$ cat config.mk
export PLATFORM = sky130hd
export DESIGN_NAME = ofdm_pkt_qual
export DESIGN_NICKNAME = d
export VERILOG_FILES = /design/src/rtl/ofdm_pq_pkg.sv /design/src/rtl/ofdm_pq_coarse.sv /design/src/rtl/ofdm_pq_delay.sv /design/src/rtl/ofdm_pq_pair.sv /design/src/rtl/ofdm_pkt_qual.sv
export SDC_FILE = /design/constraint.sdc
export NUM_CORES = 1
export LEC_CHECK = 0
export CAP_MARGIN = 20
export CORE_MARGIN = 2
export CORE_UTILIZATION = 45
export DETAILED_ROUTE_END_ITERATION = 8
export PLACE_DENSITY_LB_ADDON = 0.08
export SYNTH_ARGS = -nofsm -noshare
export SYNTH_HDL_FRONTEND = slang
export SYNTH_SLANG_ARGS = --single-unit
$ cat constraint.sdc
create_clock -name clk -period 2.6 [get_ports clk]
set_input_delay 0.39 -clock clk [delete_from_list [all_inputs] [get_ports clk]]
set_output_delay 0.39 -clock clk [all_outputs]
set_load 0.02 [all_outputs]
$ cat src/rtl/ofdm_pq_pkg.sv
package ofdm_pq_pkg;

    // Per-packet progress flags of the qualifier
    typedef struct packed {
        logic seen;     // coarse detection taken
        logic dly_ok;   // start delay expired
        logic long_ok;  // long event qualified
        logic started;  // processing strobe issued
    } pq_flags_t;

    localparam int unsigned PQ_PAIR_GAP = 64;

endpackage

$ cat src/rtl/ofdm_pq_coarse.sv
module ofdm_pq_coarse (
    input  logic smp_valid,
    input  logic int_det,
    input  logic ext_det,
    input  logic int_en,
    input  logic ext_en,
    input  logic seen,
    output logic first
);
    logic raw;

    assign raw   = (int_en & int_det) | (ext_en & ext_det);
    assign first = smp_valid & raw & ~seen;
endmodule

$ cat src/rtl/ofdm_pq_delay.sv
// One-shot sample delay: hit on the sample LIMIT samples after arm
module ofdm_pq_delay #(
    parameter int unsigned W = 7
) (
    input  logic         clk,
    input  logic         clr,
    input  logic         smp_valid,
    input  logic         arm,
    input  logic [W-1:0] limit,
    output logic         hit
);
    typedef struct packed {
        logic         run;
        logic         done;
        logic [W-1:0] idx;
    } dly_st_t;

    dly_st_t q, d;
    logic [W-1:0] idx_now;
    logic         live;

    always_comb begin
        d       = q;
        idx_now = q.run ? W'(q.idx + 1'b1) : '0;
        live    = q.run | (arm & ~q.done);
        hit     = smp_valid & live & (idx_now == limit);
        if (smp_valid && live) begin
            if (hit) begin
                d.run  = 1'b0;
                d.done = 1'b1;
                d.idx  = '0;
            end else begin
                d.run = 1'b1;
                d.idx = idx_now;
            end
        end
    end

    always_ff @(posedge clk) begin
        if (clr) q <= '0;
        else     q <= d;
    end
endmodule

$ cat src/rtl/ofdm_pq_pair.sv
// Long-event qualifier: single crossing or a pair exactly GAP samples apart
module ofdm_pq_pair #(
    parameter int unsigned GAP = 64
) (
    input  logic clk,
    input  logic clr,
    input  logic smp_valid,
    input  logic enable,
    input  logic need_pair,
    input  logic hit_in,
    output logic qual
);
    localparam int unsigned GW = $clog2(GAP + 1);

    typedef struct packed {
        logic          pend;
        logic [GW-1:0] gap;
    } pair_st_t;

    pair_st_t q, d;
    logic [GW-1:0] gap_now;
    logic          at_gap;

    assign gap_now = GW'(q.gap + 1'b1);
    assign at_gap  = q.pend & (gap_now == GW'(GAP));

    always_comb begin
        d    = q;
        qual = 1'b0;
        if (smp_valid && enable) begin
            if (!need_pair) begin
                qual = hit_in;
                d    = '0;
            end else if (hit_in) begin
                if (at_gap) begin
                    qual = 1'b1;
                    d    = '0;
                end else begin
                    d.pend = 1'b1;
                    d.gap  = '0;
                end
            end else if (q.pend) begin
                if (at_gap) d = '0;
                else        d.gap = gap_now;
            end
        end
    end

    always_ff @(posedge clk) begin
        if (clr) q <= '0;
        else     q <= d;
    end
endmodule

$ cat src/rtl/ofdm_pkt_qual.sv
module ofdm_pkt_qual #(
    parameter int unsigned CNT_W    = 16,
    parameter int unsigned DLY_W    = 7,
    parameter int unsigned CFO_W    = 6,
    parameter int unsigned PAIR_GAP = ofdm_pq_pkg::PQ_PAIR_GAP
) (
    input  logic             clk,
    input  logic             rst,
    input  logic             smp_valid,
    input  logic             pkt_done,
    input  logic             int_det,
    input  logic             ext_det,
    input  logic             long_hit,
    input  logic             cfg_int_en,
    input  logic             cfg_ext_en,
    input  logic             cfg_need_coarse,
    input  logic             cfg_need_long,
    input  logic             cfg_need_pair,
    input  logic [DLY_W-1:0] cfg_start_dly,
    input  logic [CFO_W-1:0] cfg_cfo_dly,
    input  logic [CNT_W-1:0] cfg_time_preset,
    output logic             proc_start,
    output logic             cfo_start,
    output logic [CNT_W-1:0] timing_cnt,
    output logic             active
);
    import ofdm_pq_pkg::*;

    typedef struct packed {
        pq_flags_t        fl;
        logic [CNT_W-1:0] cnt;
        logic             start_p;
        logic             cfo_p;
    } top_st_t;

    top_st_t q, d;

    logic clr;
    logic coarse_now;
    logic seen_now;
    logic pair_en;
    logic long_qual;
    logic dly_hit;
    logic cfo_hit;
    logic dly_ok_now;
    logic long_ok_now;
    logic trig;
    logic go;

    assign clr = rst | pkt_done;

    ofdm_pq_coarse u_coarse (
        .smp_valid (smp_valid),
        .int_det   (int_det),
        .ext_det   (ext_det),
        .int_en    (cfg_int_en),
        .ext_en    (cfg_ext_en),
        .seen      (q.fl.seen),
        .first     (coarse_now)
    );

    assign seen_now = q.fl.seen | coarse_now;
    assign pair_en  = (~cfg_need_coarse | seen_now) & ~q.fl.long_ok;

    ofdm_pq_pair #(.GAP(PAIR_GAP)) u_pair (
        .clk       (clk),
        .clr       (clr),
        .smp_valid (smp_valid),
        .enable    (pair_en),
        .need_pair (cfg_need_pair),
        .hit_in    (long_hit),
        .qual      (long_qual)
    );

    ofdm_pq_delay #(.W(DLY_W)) u_start_dly (
        .clk       (clk),
        .clr       (clr),
        .smp_valid (smp_valid),
        .arm       (coarse_now),
        .limit     (cfg_start_dly),
        .hit       (dly_hit)
    );

    ofdm_pq_delay #(.W(CFO_W)) u_cfo_dly (
        .clk       (clk),
        .clr       (clr),
        .smp_valid (smp_valid),
        .arm       (long_qual),
        .limit     (cfg_cfo_dly),
        .hit       (cfo_hit)
    );

    assign dly_ok_now  = q.fl.dly_ok | dly_hit;
    assign long_ok_now = q.fl.long_ok | long_qual;
    assign trig        = cfg_need_coarse ? dly_ok_now : (dly_ok_now | long_ok_now);
    assign go          = smp_valid & ~q.fl.started & trig & (~cfg_need_long | long_ok_now);

    always_comb begin
        d            = q;
        d.fl.seen    = seen_now;
        d.fl.dly_ok  = dly_ok_now;
        d.fl.long_ok = long_ok_now;
        d.fl.started = q.fl.started | go;
        d.start_p    = go;
        d.cfo_p      = cfo_hit;
        if (long_qual) begin
            d.cnt = cfg_time_preset;
        end else if (coarse_now && !q.fl.long_ok) begin
            d.cnt = '0;
        end else if (smp_valid && (q.fl.seen || q.fl.long_ok)) begin
            d.cnt = CNT_W'(q.cnt + 1'b1);
        end
    end

    always_ff @(posedge clk) begin
        if (clr) q <= '0;
        else     q <= d;
    end

    assign proc_start = q.start_p;
    assign cfo_start  = q.cfo_p;
    assign timing_cnt = q.cnt;
    assign active     = q.fl.seen | q.fl.long_ok;
endmodule

==> run metrics <==
status=complete, no violations; period utilization=94.4%; power share of the clock group=31.7%; First-pass DRT Iterations=4; clock tree from TritonCTS=yes; Util after Layout=57.6%; hpwl dp=5740 um; CTS max path bufs=2; worst r2r path cells=8; Die Wd=87.8 um; Setup crit start=u_cfo_dly.q[0]; CTS H-tree lvls=2; Sw Pwr=382 uW; CP Depth=8; layout cells sized above 1=10.6%; most common cell in the synthesized netlist=nor2_1; vias per cell=5.56; IO buf count=59; Final #Nets=499; DRT iter0 DRCs=99; num rows=30; Ports=60; flops & latches, synth=47; Slew headroom=65.9%; CTS clock-pin slew for the worst setup and hold paths=0.09 ns; most common flop cell mapped by yosys=dfxtp_1; Hold Buf Count CTS=0; GRT Util Overall=20.3%; Synth Net Count=446; Detail Route Antenna Nets=0; yosys warns=0; starting density of the core=46.5%; CTS Buf Count=5; Async SR Flop Fraction=0%; mean post-synth cell area=7.90 um^2; Pins Over Slew Limit=0; initial antenna violation count=0; DR WL/cell=14.0 um; RSZ-0062 raised after global routing=no; VDD IR max=0.000234 V; clk root buf=clkbuf_8; worst hold path type=reg2reg; Clock Latency Late Sink=0.31 ns; Clock Skews=0.0123 ns; Crit Path Max Fanout=5; Pwr per Cell Area=361 nW/um^2; crit path cell chain=ha_1 > nand3_1 > xnor2_1 > a21o_1 > a211o_1 > o311ai_2 > and2b_1 > mux2_2; FF-to-FF Start=u_cfo_dly.q[0]; Seq pwr share=52.2%; switching part of the total=27.1%; final-report hold violation count=0; Setup Crit Path Kind=reg2reg; vias=3,059; first-pass GRT wire length=12,600 um; internal power=1030 uW; top cells by area, synth=dfxtp_1 30%, nor2_1 7.2%, nand2_1 4.2%; synth cell count leaders=61 x nor2_1, 47 x dfxtp_1, 35 x nand2_1, 24 x o21ai_0, 22 x a21oi_1; CP max-delay cell=dfxtp_1; WL final=7720 um; Leak=0.00137 uW; Final Wtd Congestion=0.846; DIE HEIGHT=87.8 um; minimum clock period=2.45 ns; top cell type's share of synthesized area=29.8%; Setup-failing EPs final=0; vias in the first global route=2,807; R2R Setup Slk=0.15 ns; Diodes inserted=0; DIE AREA=7710 um^2; Max Fclk=407 MHz; Unique masters post-synth=68; number of synthesized flops with an enable pin=0; Setup TNS=0 ns; DRC Markers=0; Worst-Margin Slew=0.510 ns; element type at the critical path end=register; R2R Path End=u_cfo_dly.q[0]; Syn Std Cell Area=3160 um^2; largest area contributor in the netlist=dfxtp_1; worst path required time=2.80 ns; kind of cell adding the most delay to the critical path=compound AO/OA/AOI/OAI gates; WP buf/inv=0; core box area=6790 um^2; crit start category=register; Area growth syn-to-layout=24.0%; TritonCTS Sinks=47; Largest stage delay, worst path=0.41 ns; Max-Cap Viols=0; GRT overflow=0; Comb pwr share=16.1%; cells after synthesis=400; largest net degree at the start of global routing=30; Crit path arrival time=2.65 ns; crit path to=u_cfo_dly.q[0]; post-synthesis sequential area ratio=29.8%
-- worst min-delay path by stage --
stage,start,cells after the start,slack (ns),end
2_1_floorplan,q[18],2,0.44,q[18]
3_3_place_gp,q[18],2,0.46,q[18]
3_5_place_dp,q[18],2,0.47,q[18]
4_1_cts,u_cfo_dly.q[1],2,0.49,u_cfo_dly.q[1]
5_1_grt,u_start_dly.q[6],2,0.53,u_start_dly.q[6]
6_report,q[18],2,0.49,q[18]
-- worst reg2reg max path: stages (launching register included) --
cell and delay [ns]:
dfxtp_1 0.41, ha_1 0.26, nand3_1 0.11, xnor2_1 0.17, a21o_1 0.19, a211o_1 0.34, o311ai_2 0.34, and2b_1 0.27
mux2_2 0.26
-- cell type report --
class,count,area (um^2)
fill,631,2880
timing repair buffer,77,726
tap,96,120
sequential,47,941
clock buffer,5,68.8
clock inverter,3,15.0
inverter,8,30.0
multi-input combinational,314,2020
-- cells in the final DEF, fill, tap and decap left out, types with 4 or more instances in the layout --
master           instances
nor2_1                  61
clkdlybuf4s50_1         59
dfxtp_1                 47
nand2_1                 35
o21ai_0                 24
a21oi_1                 22
nand3_1                 18
nor3_1                  18
buf_4                   18
a211oi_1                10
o21a_1                   9
inv_1                    7
xnor2_1                  7
nand2b_1                 5
a22oi_1                  5
o22ai_1                  5
and3_1                   5
a311oi_1                 5
ha_1                     5
clkbuf_8                 5
or2_2                    4
and2_1                   4
a22o_1                   4
-- power groups by stage --
| stage | sequential (uW) | combinational (uW) | clock, uW |
|---|---|---|---|
| after floorplan | 750 | 114 | 0 |
| after global placement | 753 | 222 | 0 |
| after detailed placement | 754 | 224 | 0 |
| after CTS | 737 | 225 | 460 |
| after global routing | 739 | 248 | 483 |
| final | 737 | 228 | 447 |
-- per-layer routing --
| metal | vias to the layer above | part of all wire [%] | global-route usage [%] |
|---|---|---|---|
| met2 | 67 | 47 | 34.1 |
| met1 | 1419 | 48 | 26.4 |
| met3 | 13 | 3.7 | 3.30 |
| met4 | 0 | 1.5 | 6.71 |
| met5 | - | 0 | 0 |
| li1 | 1560 | - | - |
-- flip-flops by register name, summed over array words and instances, names as in the netlist --
register / cells
q: 4
proc_start: 1
u_cfo_dly.q: 8
timing_cnt: 16
cfo_start: 1
u_start_dly.q: 9
u_pair.q: 8
-- repair_timing --
| action | CTS | global route |
|---|---|---|
| setup buffers | 0 | 1 |
| endpoints found under the setup margin | 0 | 7 |
| resized for setup | 0 | 3 |
-- per-stage QoR --
| stage | instance area (um^2) | worst slack (ns) | power (uW) | hold WS, ns | instances |
|---|---|---|---|---|---|
| after floorplan | 3160 | 0.195 | 864 | 0.436 | 400 |
| after global placement | 3800 | 0.140 | 975 | 0.458 | 541 |
| after detailed placement | 3800 | 0.0736 | 978 | 0.468 | 541 |
| after CTS | 3890 | 0.0994 | 1420 | 0.491 | 549 |
| after global routing | 3920 | 0.0250 | 1470 | 0.527 | 550 |
| final | 3920 | 0.146 | 1410 | 0.488 | 550 |
-- cells by family (layout without fill, tap and decap cells) --
group,Yosys count,in the layout,share of synthesized area [%]
adders and majority gates,5,5,1.98
xor gates and xnor gates,14,14,5.70
muxes,7,7,2.85
and+or+nand+nor,175,175,26.8
buffers and inverters,39,93,7.13
DFF,47,47,29.8
AOI/OAI and AO/OA,113,113,25.7
(Power assumes the default switching activity.)
